===== src/rtl/stk_pkg.sv =====
package stk_pkg;

  // Decoded request class for one cycle
  typedef enum logic [1:0] {
    OP_IDLE   = 2'd0,
    OP_PUSH   = 2'd1,
    OP_POP    = 2'd2,
    OP_REJECT = 2'd3
  } stk_op_e;

endpackage


===== src/rtl/stk_ctrl.sv =====
module stk_ctrl
  import stk_pkg::*;
#(
  parameter int PTR_W = 6
) (
  input  logic             clk,
  input  logic             rst_n,
  input  logic             push_i,
  input  logic             pop_i,
  output logic             wr_en_o,
  output logic [PTR_W-1:0] wr_addr_o,
  output logic             rd_en_o,
  output logic [PTR_W-1:0] rd_addr_o,
  output logic [PTR_W-1:0] sp_o,
  output logic             full_o,
  output logic             empty_o,
  output logic             err_o
);

  logic [PTR_W-1:0] sp_q, sp_d;
  logic [PTR_W-1:0] sp_inc, sp_dec;
  logic             full_q, full_d;
  logic             empty_q, empty_d;
  logic             err_q, err_d;
  stk_op_e          op;

  assign sp_inc = sp_q + 1'b1;
  assign sp_dec = sp_q - 1'b1;

  // Classify the request against the current flags
  always_comb begin
    op = OP_IDLE;
    if (push_i && pop_i) begin
      op = OP_REJECT;
    end else if (push_i) begin
      op = full_q ? OP_REJECT : OP_PUSH;
    end else if (pop_i) begin
      op = empty_q ? OP_REJECT : OP_POP;
    end
  end

  // Next-state logic for pointer and flags
  always_comb begin
    sp_d    = sp_q;
    full_d  = full_q;
    empty_d = empty_q;
    err_d   = (op == OP_REJECT);
    unique case (op)
      OP_PUSH: begin
        sp_d    = sp_inc;
        full_d  = (sp_inc == '0);
        empty_d = 1'b0;
      end
      OP_POP: begin
        sp_d    = sp_dec;
        empty_d = (sp_dec == '0);
        full_d  = 1'b0;
      end
      default: ;
    endcase
  end

  always_ff @(posedge clk or negedge rst_n) begin
    if (!rst_n) begin
      sp_q    <= '0;
      full_q  <= 1'b0;
      empty_q <= 1'b1;
      err_q   <= 1'b0;
    end else begin
      sp_q    <= sp_d;
      full_q  <= full_d;
      empty_q <= empty_d;
      err_q   <= err_d;
    end
  end

  assign wr_en_o   = (op == OP_PUSH);
  assign wr_addr_o = sp_inc;
  assign rd_en_o   = (op == OP_POP);
  assign rd_addr_o = sp_q;
  assign sp_o      = sp_q;
  assign full_o    = full_q;
  assign empty_o   = empty_q;
  assign err_o     = err_q;

endmodule


===== src/rtl/stk_regfile.sv =====
module stk_regfile #(
  parameter int DATA_W = 8,
  parameter int PTR_W  = 6
) (
  input  logic              clk,
  input  logic              we_i,
  input  logic [PTR_W-1:0]  waddr_i,
  input  logic [DATA_W-1:0] wdata_i,
  input  logic [PTR_W-1:0]  raddr_i,
  output logic [DATA_W-1:0] rdata_o
);

  localparam int DEPTH = 1 << PTR_W;

  logic [DATA_W-1:0] words [DEPTH];

  // One enabled register per stack word, no reset on storage
  for (genvar g = 0; g < DEPTH; g++) begin : g_word
    logic [DATA_W-1:0] word_q;
    logic              word_en;

    assign word_en = we_i && (waddr_i == PTR_W'(g));

    always_ff @(posedge clk) begin
      if (word_en) begin
        word_q <= wdata_i;
      end
    end

    assign words[g] = word_q;
  end

  assign rdata_o = words[raddr_i];

endmodule


===== src/rtl/stk_dreg.sv =====
module stk_dreg #(
  parameter int DATA_W = 8
) (
  input  logic              clk,
  input  logic              rst_n,
  input  logic              en_i,
  input  logic [DATA_W-1:0] d_i,
  output logic [DATA_W-1:0] q_o
);

  logic [DATA_W-1:0] q_d;

  always_comb begin
    q_d = q_o;
    if (en_i) begin
      q_d = d_i;
    end
  end

  always_ff @(posedge clk or negedge rst_n) begin
    if (!rst_n) begin
      q_o <= '0;
    end else begin
      q_o <= q_d;
    end
  end

endmodule


===== src/rtl/stk_reg_stack.sv =====
module stk_reg_stack #(
  parameter int DATA_W = 8,
  parameter int PTR_W  = 6
) (
  input  logic              clk,
  input  logic              rst_n,
  input  logic              push_i,
  input  logic              pop_i,
  input  logic [DATA_W-1:0] din_i,
  output logic [DATA_W-1:0] dout_o,
  output logic              full_o,
  output logic              empty_o,
  output logic [PTR_W-1:0]  sp_o,
  output logic              err_o
);

  logic [1:0]        rst_sync_q;
  logic              rst_int_n;
  logic              wr_en;
  logic [PTR_W-1:0]  wr_addr;
  logic              rd_en;
  logic [PTR_W-1:0]  rd_addr;
  logic [DATA_W-1:0] rd_data;

  // Assert asynchronously, release after two clock edges
  always_ff @(posedge clk or negedge rst_n) begin
    if (!rst_n) begin
      rst_sync_q <= 2'b00;
    end else begin
      rst_sync_q <= {rst_sync_q[0], 1'b1};
    end
  end

  assign rst_int_n = rst_sync_q[1];

  stk_ctrl #(.PTR_W(PTR_W)) i_ctrl (
    .clk       (clk),
    .rst_n     (rst_int_n),
    .push_i    (push_i),
    .pop_i     (pop_i),
    .wr_en_o   (wr_en),
    .wr_addr_o (wr_addr),
    .rd_en_o   (rd_en),
    .rd_addr_o (rd_addr),
    .sp_o      (sp_o),
    .full_o    (full_o),
    .empty_o   (empty_o),
    .err_o     (err_o)
  );

  stk_regfile #(.DATA_W(DATA_W), .PTR_W(PTR_W)) i_regfile (
    .clk     (clk),
    .we_i    (wr_en),
    .waddr_i (wr_addr),
    .wdata_i (din_i),
    .raddr_i (rd_addr),
    .rdata_o (rd_data)
  );

  stk_dreg #(.DATA_W(DATA_W)) i_dreg (
    .clk   (clk),
    .rst_n (rst_int_n),
    .en_i  (rd_en),
    .d_i   (rd_data),
    .q_o   (dout_o)
  );

endmodule


===== config.mk =====
export PLATFORM = sky130hd
export DESIGN_NAME = stk_reg_stack
export DESIGN_NICKNAME = d
export VERILOG_FILES = /design/src/rtl/stk_pkg.sv /design/src/rtl/stk_ctrl.sv /design/src/rtl/stk_regfile.sv /design/src/rtl/stk_dreg.sv /design/src/rtl/stk_reg_stack.sv
export SDC_FILE = /design/constraint.sdc
export NUM_CORES = 1
export LEC_CHECK = 0
export ABC_AREA = 1
export BUFFER_PORTS_ARGS = -buffer_cell sky130_fd_sc_hd__buf_2
export CAP_MARGIN = 10
export CORE_UTILIZATION = 60
export DETAILED_ROUTE_END_ITERATION = 8
export PLACE_DENSITY = 0.78
export SLEW_MARGIN = 30
export SYNTH_ARGS = -nofsm -noshare
export SYNTH_HDL_FRONTEND = slang
export SYNTH_HIERARCHICAL = 1
export SYNTH_SLANG_ARGS = --single-unit

===== constraint.sdc =====
create_clock -name clk -period 1.4 [get_ports clk]
set_clock_uncertainty 0.2 [all_clocks]
set_input_delay 0.28 -clock clk [delete_from_list [all_inputs] [get_ports clk]]
set_output_delay 0.28 -clock clk [all_outputs]
set_load 0.01 [all_outputs]

=== Word-level counts from Yosys, hierarchy flattened ===
Cells that the tools add are included.
Widths: inputs -> output; s select.

* Equality and inequality tests: 66
* Reductions and logical operators: 68
* Add/subtract/negate cells: 2
* $lt $le $gt $ge: 1
* Multiplexer cells: 11
* Bitwise operators: 1

{| class="wikitable"
|+ Operators by type and width
! operator !! count
|-
| $eq 6x6->1 const B || 32
|-
| $eq 6x5->1 const B || 16
|-
| $logic_and 1x1->1 || 65
|-
| $bmux 8 s6 || 1
|-
| $eq 6x4->1 const B || 8
|-
| $eq 6x3->1 const B || 4
|-
| $mux 8 || 2
|-
| $eq 6x2->1 const B || 2
|-
| $logic_not 6->1 || 2
|-
| $pmux 6 s2 || 1
|-
| $mux 2 || 4
|-
| $ge 7x7->1 const B || 1
|-
| $not 6->7 || 1
|-
| $add 6x1->6 const B || 1
|-
| $eq 6x1->1 const B || 1
|-
| $sub 6x1->6 const B || 1
|-
| $eq 2x2->1 const B || 2
|-
| $pmux 1 s2 || 2
|-
| $eq 2x1->1 const B || 1
|-
| $reduce_bool 2->1 || 1
|-
| $mux 1 || 1
|}

* Output and inout bits: 17
* Register bits: 531

=== Longest topological paths before layout ===
* Depth after elaboration: 6
* Mapped depth: 14

=== Cells and area by module ===
The synthesis kept the hierarchy.

{| class="wikitable"
|+ Modules (own cells, without submodules)
! module !! cells an instance !! times used !! area each (µm²)
|-
| stk_regfile || 1811 || 1 || 21121.5
|-
| stk_ctrl || 111 || 1 || 800.8
|-
| stk_dreg || 34 || 1 || 305.3
|-
| stk_reg_stack || 3 || 1 || 53.8
|}

=== Least setup slack after synthesis ===
OpenSTA, ideal clock, no wires.

* Kind: register to register
* Start: register i_ctrl.sp_q[1] (netlist: i_ctrl/rd_addr_o[1])
* End: register i_regfile.g_word[0].word_q[0], enable pin
* Setup slack: -1113 ps
* Stages on the path, launching flop included: 9
* Setup time: 370 ps
* Data required time: 830 ps
* Data arrival time: 1942 ps
* Cells stage by stage: dfrtp_1 ha_1 nand3_1 nand2_1 nand2_1 inv_1 nand3_1 clkbuf_1 nor2_1

* Longest elaborated chain between the ends: 3

{| class="wikitable"
|+ RTL lines
! item !! RTL line !! RTL
|-
| start, declared || stk_ctrl.sv:20 || <nowiki>logic [PTR_W-1:0] sp_q, sp_d;</nowiki>
|-
| start signal, assigned || stk_ctrl.sv:70 || <nowiki>sp_q <= sp_d;</nowiki>
|-
| $add 6x1->6 || stk_ctrl.sv:27 || <nowiki>assign sp_inc = sp_q + 1'b1;</nowiki>
|-
| net wr_addr[4] || stk_reg_stack.sv:20 || <nowiki>logic [PTR_W-1:0] wr_addr;</nowiki>
|-
| $logic_not 6->1 || stk_regfile.sv:22 || <nowiki>assign word_en = we_i && (waddr_i == PTR_W'(g));</nowiki>
|-
| $logic_and 1x1->1 || stk_regfile.sv:22 ||
|-
| net i_regfile.g_word[0].word_en || stk_regfile.sv:20 || <nowiki>logic word_en;</nowiki>
|-
| end signal, assigned || stk_regfile.sv:26 || <nowiki>word_q <= wdata_i;</nowiki>
|-
| end, declared || stk_regfile.sv:19 || <nowiki>logic [DATA_W-1:0] word_q;</nowiki>
|}

The timed path passes the listed nets, and every way through them passes these cells.
A chain may end at the register's enable or synchronous reset.

=== Final worst setup path ===
* Start: register i_ctrl.sp_q[0] (netlist: i_ctrl/rd_addr_o[0])
* End: register i_dreg.q_o[4]

* Longest elaborated chain between the ends: 4

{| class="wikitable"
|+ RTL lines
! item !! RTL line !! RTL
|-
| $not 6->7 (not written as such) || stk_regfile.sv:33 || <nowiki>assign rdata_o = words[raddr_i];</nowiki>
|-
| $bmux 8 s6 || stk_regfile.sv:33 ||
|-
| $mux 8 (not written as such) (2 in series) || stk_regfile.sv:33 ||
|-
| net rd_data[4] || stk_reg_stack.sv:23 || <nowiki>logic [DATA_W-1:0] rd_data;</nowiki>
|-
| end signal, assigned || stk_dreg.sv:24 || <nowiki>q_o <= q_d;</nowiki>
|-
| end, declared || stk_dreg.sv:8 || <nowiki>output logic [DATA_W-1:0] q_o</nowiki>
|}

The timed path passes the listed nets, and every way through them passes these cells. The select of a mux whose other input is x is not followed.

==> results_tabular.tex <==
\begin{tabular}{lr}
\hline
Metric & Value \\
\hline
\multicolumn{2}{l}{\textbf{Global route}} \\
\quad Total routing usage reported by global routing & roughly a third \\
\quad Global-route wire length before repair & between 90 and 100 mm \\
\quad Antenna violations before repair & 0 \\
\quad Number of global-route vias before repair & approximately 16,000 \\
\quad Overflow left after global routing & 0 \\
\quad Largest net degree at the start of global routing & 65 \\
\multicolumn{2}{l}{\textbf{Worst setup path}} \\
\quad Worst-path maximum fanout & 18 \\
\quad Endpoint arrival time on the critical path & roughly 2.6 ns \\
\quad Category of the worst setup path capture point & flip-flop \\
\quad Element type at the critical path start & flip-flop \\
\quad Data required time at the worst endpoint & 1.68 ns \\
\quad Critical path class & reg -> reg \\
\multicolumn{2}{l}{\textbf{Power and ir drop}} \\
\quad PD cells & around 2100 nW/um2 \\
\quad Switching fraction of total power & between 40 and 50\% \\
\quad Net Sw Power & $\sim$24,000 uW \\
\quad IR drop worst, VDD & between 0.001 and 0.0015 V \\
\quad Sequential share of power & 31.2\% \\
\quad Internal Pwr Total & roughly 35,000 uW \\
\quad Static Leak & 0.0103 uW \\
\quad Combinational cell fraction of total power & between 40\% and 50\% \\
\quad Clock share of power & 22.3\% \\
\multicolumn{2}{l}{\textbf{Floorplanning}} \\
\quad Number of top-level pins & 29 \\
\quad Vertical die dimension & just under 200 um \\
\quad Core area & between 30,000 and 40,000 um2 \\
\quad Die outline width & between 150 and 200 um \\
\quad Floorplan row count & 70 \\
\quad Die area & about 38,000 um2 \\
\quad Initial Utilization & about 61\% \\
\multicolumn{2}{l}{\textbf{Timing}} \\
\quad Final setup violation count & $\sim$550 \\
\quad Unrepaired setup endpoints after global routing & true \\
\quad Minimum setup slack in the final design & -0.944 ns \\
\quad Slew Limit Headroom & 64.5\% \\
\quad Peak Freq & 427 MHz \\
\quad Number of max-slew violations in the final report & 0 \\
\quad Share of the clock period used by the worst path after layout & 167\% \\
\quad Hold violation total from the final report & 0 \\
\quad Slew of the pin with the lowest slew margin & between 0.5 and 0.6 ns \\
\quad Time the worst path needs with I/O delays and setup & $\sim$2.3 ns \\
\multicolumn{2}{l}{\textbf{Yosys}} \\
\quad Number of instances in the synthesized netlist & 1,959 \\
\quad Fraction of the yosys area taken by sequential cells & approximately 71\% \\
\quad Post-synthesis sequential element count & around 530 \\
\quad YS warnings & 6 \\
\quad Unique cell type count in the Yosys netlist & 29 \\
\quad Mapped Area & 22,300 um2 \\
\quad Mean instance size in the synthesized netlist & $\sim$11 um2 \\
\quad Nets in the synthesized netlist & roughly 2,000 \\
\multicolumn{2}{l}{\textbf{Clock tree}} \\
\quad Clock buffers created by TritonCTS & 51 \\
\quad Clock tree sinks & 531 \\
\quad Clock tree from TritonCTS & yes \\
\quad Depth of the CTS H-tree & 2 \\
\quad Clock network latency to the later pin of the worst-skew pair & roughly 0.58 ns \\
\quad Clk buf depth & 3 \\
\quad CTS root buf & sky130\_fd\_sc\_hd\_\_clkbuf\_16 \\
\quad Clock-pin slew on the worst setup and hold paths & approximately 0.070 ns \\
\multicolumn{2}{l}{\textbf{Final layout}} \\
\quad Fin nets & 2,132 \\
\quad Antenna fix cells & 0 \\
\quad Leading cell type in the layout, fill and taps excluded & sky130\_fd\_sc\_hd\_\_nand2\_1 \\
\quad Most used cells in the layout excluding fill and tap cells & sky130\_fd\_sc\_hd\_\_nand2\_1, sky130\_fd\_sc\_hd\_\_edfxtp\_1, sky130\_fd\_sc\_hd\_\_nand3\_1 \\
\quad Number of fill cells & roughly 2,000 \\
\quad Filler-free cell count of the finished design & about 2,600 \\
\quad Share of the core filled with cells in the final layout & between 70\% and 80\% \\
\quad Area Overhead vs Synth & 24.4\% \\
\quad Share of post-route cells with drive strength above 1 & about a quarter \\
\multicolumn{2}{l}{\textbf{Detailed routing}} \\
\quad Wire length per cell & around 25 um \\
\quad Remaining routing DRC violations & 0 \\
\quad Number of detailed-route iterations in the first pass & 6 \\
\quad Final wirelength & $\sim$66 mm \\
\quad Count of routing violations after the opening detailed-route iteration & around 2,700 \\
\quad Vias after detailed routing & around 17,000 \\
\quad Drt via density & roughly 6.5 \\
\quad Count of antenna-violating nets left after detailed routing & 0 \\
\multicolumn{2}{l}{\textbf{Worst hold path}} \\
\quad Min-Delay Path Class & reg -> async \\
\multicolumn{2}{l}{\textbf{Place}} \\
\quad Buffers on Ports & 28 \\
\quad GPL Wtd Cong & approximately 0.9 \\
\quad Post-DP HPWL & about 35 mm \\
\quad Placed cell count & between 2,000 and 2,500 \\
\multicolumn{2}{l}{\textbf{Outcome}} \\
\quad Failing checks & negative setup slack \\
\quad Result of the run & finished, violations left \\
\multicolumn{2}{l}{\textbf{Job}} \\
\quad Count of maximum capacitance violations & 0 \\
\hline
\end{tabular}
[critical path, stage by stage, from the launching register on]
cell	delay (ns)
sky130_fd_sc_hd__dfrtp_4	0.50
sky130_fd_sc_hd__buf_12	0.18
sky130_fd_sc_hd__clkinv_16	0.09
sky130_fd_sc_hd__bufbuf_16	0.30
sky130_fd_sc_hd__nand2_1	0.08
sky130_fd_sc_hd__nand3_1	0.09
sky130_fd_sc_hd__nand3_1	0.11
sky130_fd_sc_hd__nand2_1	0.13
sky130_fd_sc_hd__nand2_1	0.12
sky130_fd_sc_hd__nand3_2	0.15
sky130_fd_sc_hd__nand3_2	0.12
sky130_fd_sc_hd__nand2_1	0.06
sky130_fd_sc_hd__nand2_1	0.06
sky130_fd_sc_hd__nand2_1	0.05
[synth_stat cells]
library cell / number / share of area [%]
sky130_fd_sc_hd__clkbuf_1: 10 / 0.17
sky130_fd_sc_hd__nor2_2: 1 / 0.028
sky130_fd_sc_hd__nand3_1: 458 / 10
sky130_fd_sc_hd__nand2_1: 714 / 12
sky130_fd_sc_hd__buf_4: 25 / 0.84
sky130_fd_sc_hd__nand4_1: 2 / 0.056
sky130_fd_sc_hd__xnor2_2: 1 / 0.073
sky130_fd_sc_hd__conb_1: 1 / 0.017
sky130_fd_sc_hd__buf_8: 2 / 0.13
sky130_fd_sc_hd__inv_1: 27 / 0.45
sky130_fd_sc_hd__inv_4: 1 / 0.028
sky130_fd_sc_hd__nand2_2: 1 / 0.028
sky130_fd_sc_hd__nor2_4: 1 / 0.051
sky130_fd_sc_hd__o21ai_0: 4 / 0.090
sky130_fd_sc_hd__buf_1: 14 / 0.24
sky130_fd_sc_hd__o21ai_1: 1 / 0.022
sky130_fd_sc_hd__dfrtp_1: 18 / 2.0
sky130_fd_sc_hd__buf_2: 45 / 1.0
sky130_fd_sc_hd__dfstp_2: 1 / 0.12
sky130_fd_sc_hd__a21oi_1: 2 / 0.045
sky130_fd_sc_hd__edfxtp_1: 512 / 69
sky130_fd_sc_hd__nor2_1: 77 / 1.3
sky130_fd_sc_hd__o21bai_1: 1 / 0.034
sky130_fd_sc_hd__o21ai_2: 1 / 0.039
sky130_fd_sc_hd__inv_2: 3 / 0.051
sky130_fd_sc_hd__xnor2_1: 2 / 0.079
sky130_fd_sc_hd__buf_6: 26 / 1.3
sky130_fd_sc_hd__nand2_4: 1 / 0.051
sky130_fd_sc_hd__ha_1: 7 / 0.39
[metrics by stage]
stage / power, uW / setup WS [ns] / TNS [ns] / hold slack [ns] / cell area (um2)
2_1_floorplan: 32300 / -0.769 / -359.12 / -0.216 / 22900
3_3_place_gp: 38900 / -0.968 / -416.33 / -0.136 / 24300
3_5_place_dp: 39300 / -0.964 / -436.29 / -0.134 / 24300
4_1_cts: 54800 / -0.822 / -417.21 / 0.0160 / 26800
5_1_grt: 61100 / -0.988 / -478.95 / 0.0226 / 27700
6_report: 59300 / -0.944 / -448.80 / 0.00840 / 27700
[area by class of cell]
| class | count | area [um2] | area share, % |
|---|---|---|---|
| Clock inverter | 31 | 211 | 0.763 |
| Clock buffer | 61 | 1360 | 4.89 |
| Timing Repair inverter | 1 | 16.3 | 0.0587 |
| Tap cell | 468 | 586 | 2.11 |
| Multi-Input combinational cell | 1275 | 6650 | 24.0 |
| Timing Repair Buffer | 222 | 2870 | 10.3 |
| Inverter | 31 | 181 | 0.654 |
| Sequential cell | 531 | 15900 | 57.2 |
[final timing paths]
| kind | from | end | slack [ns] | cells after the start |
|---|---|---|---|---|
| min reg2reg | rst_sync_q[1]$_DFF_PN0_ | i_dreg/q_o[3]$_DFFE_PN0P_ | 0.008 | 1 |
| min in group clk | pop_i | i_ctrl/err_o$_DFF_PN0_ | 0.01 | 5 |
| max reg2reg | i_ctrl/rd_addr_o[0]$_DFFE_PN0P_ | i_dreg/q_o[4]$_DFFE_PN0P_ | -0.94 | 13 |
| min | rst_sync_q[1]$_DFF_PN0_ | i_dreg/q_o[3]$_DFFE_PN0P_ | 0.008 | 1 |
| max in group asynchronous | rst_n | rst_sync_q[1]$_DFF_PN0_ | 0.53 | 3 |
| max | i_ctrl/rd_addr_o[0]$_DFFE_PN0P_ | i_dreg/q_o[4]$_DFFE_PN0P_ | -0.94 | 13 |
[power by group through the flow]
| stage | sequential, uW | combinational (uW) | clock (uW) |
|---|---|---|---|
| 2_1_floorplan | 18700 | 13600 | 0 |
| 3_5_place_dp | 18800 | 20500 | 0 |
| 4_1_cts | 18500 | 23200 | 13100 |
| 6_report | 18500 | 27500 | 13200 |
| 3_3_place_gp | 18800 | 20200 | 0 |
| 5_1_grt | 18500 | 28800 | 13800 |
[flip-flops by register name, summed over array words and instances (netlist names)]
signal                   count
i_ctrl/err_o                 1
i_ctrl/empty_o               1
i_ctrl/full_o                1
i_dreg/q_o                   8
rst_sync_q                   2
i_ctrl/rd_addr_o             6
i_regfile/g_word.word_q    512
[logic make-up (layout without fill, tap and decap cells)]
logic type               count (synthesis)  after routing  share of synthesized area [%]
adder cells (fa/ha/maj)                  7              7                          0.393
AND/OR/NAND/NOR                       1255           1255                           23.8
XOR/XNOR                                 3              3                          0.152
AO/OA/AOI/OAI                            9              9                          0.230
flip-flops                             531            531                           71.1
other                                    1              1                         0.0168
buffers and inverters                  153            346                           4.24
[per-layer routing]
layer | global-route usage [%] | wire length, um | up-vias
met4 | 15.9 | 3090 | 0
met1 | 43.5 | 22900 | 8135
met2 | 52.3 | 31900 | 1393
met3 | 6.54 | 8550 | 264
li1 | - | - | 7112
met5 | 0 | 0 | -
[timing repair]
item / 4_1_cts / 5_1_grt
pin swaps: 25 / 51
setup endpoints to repair: 546 / 546
gates cloned: 9 / 11
resized for setup: 82 / 126
hold buffers: 3 / 0
buffers inserted: 18 / 9
endpoints found under the hold margin: 9 / 0
Power figures use the tool's default switching activity.
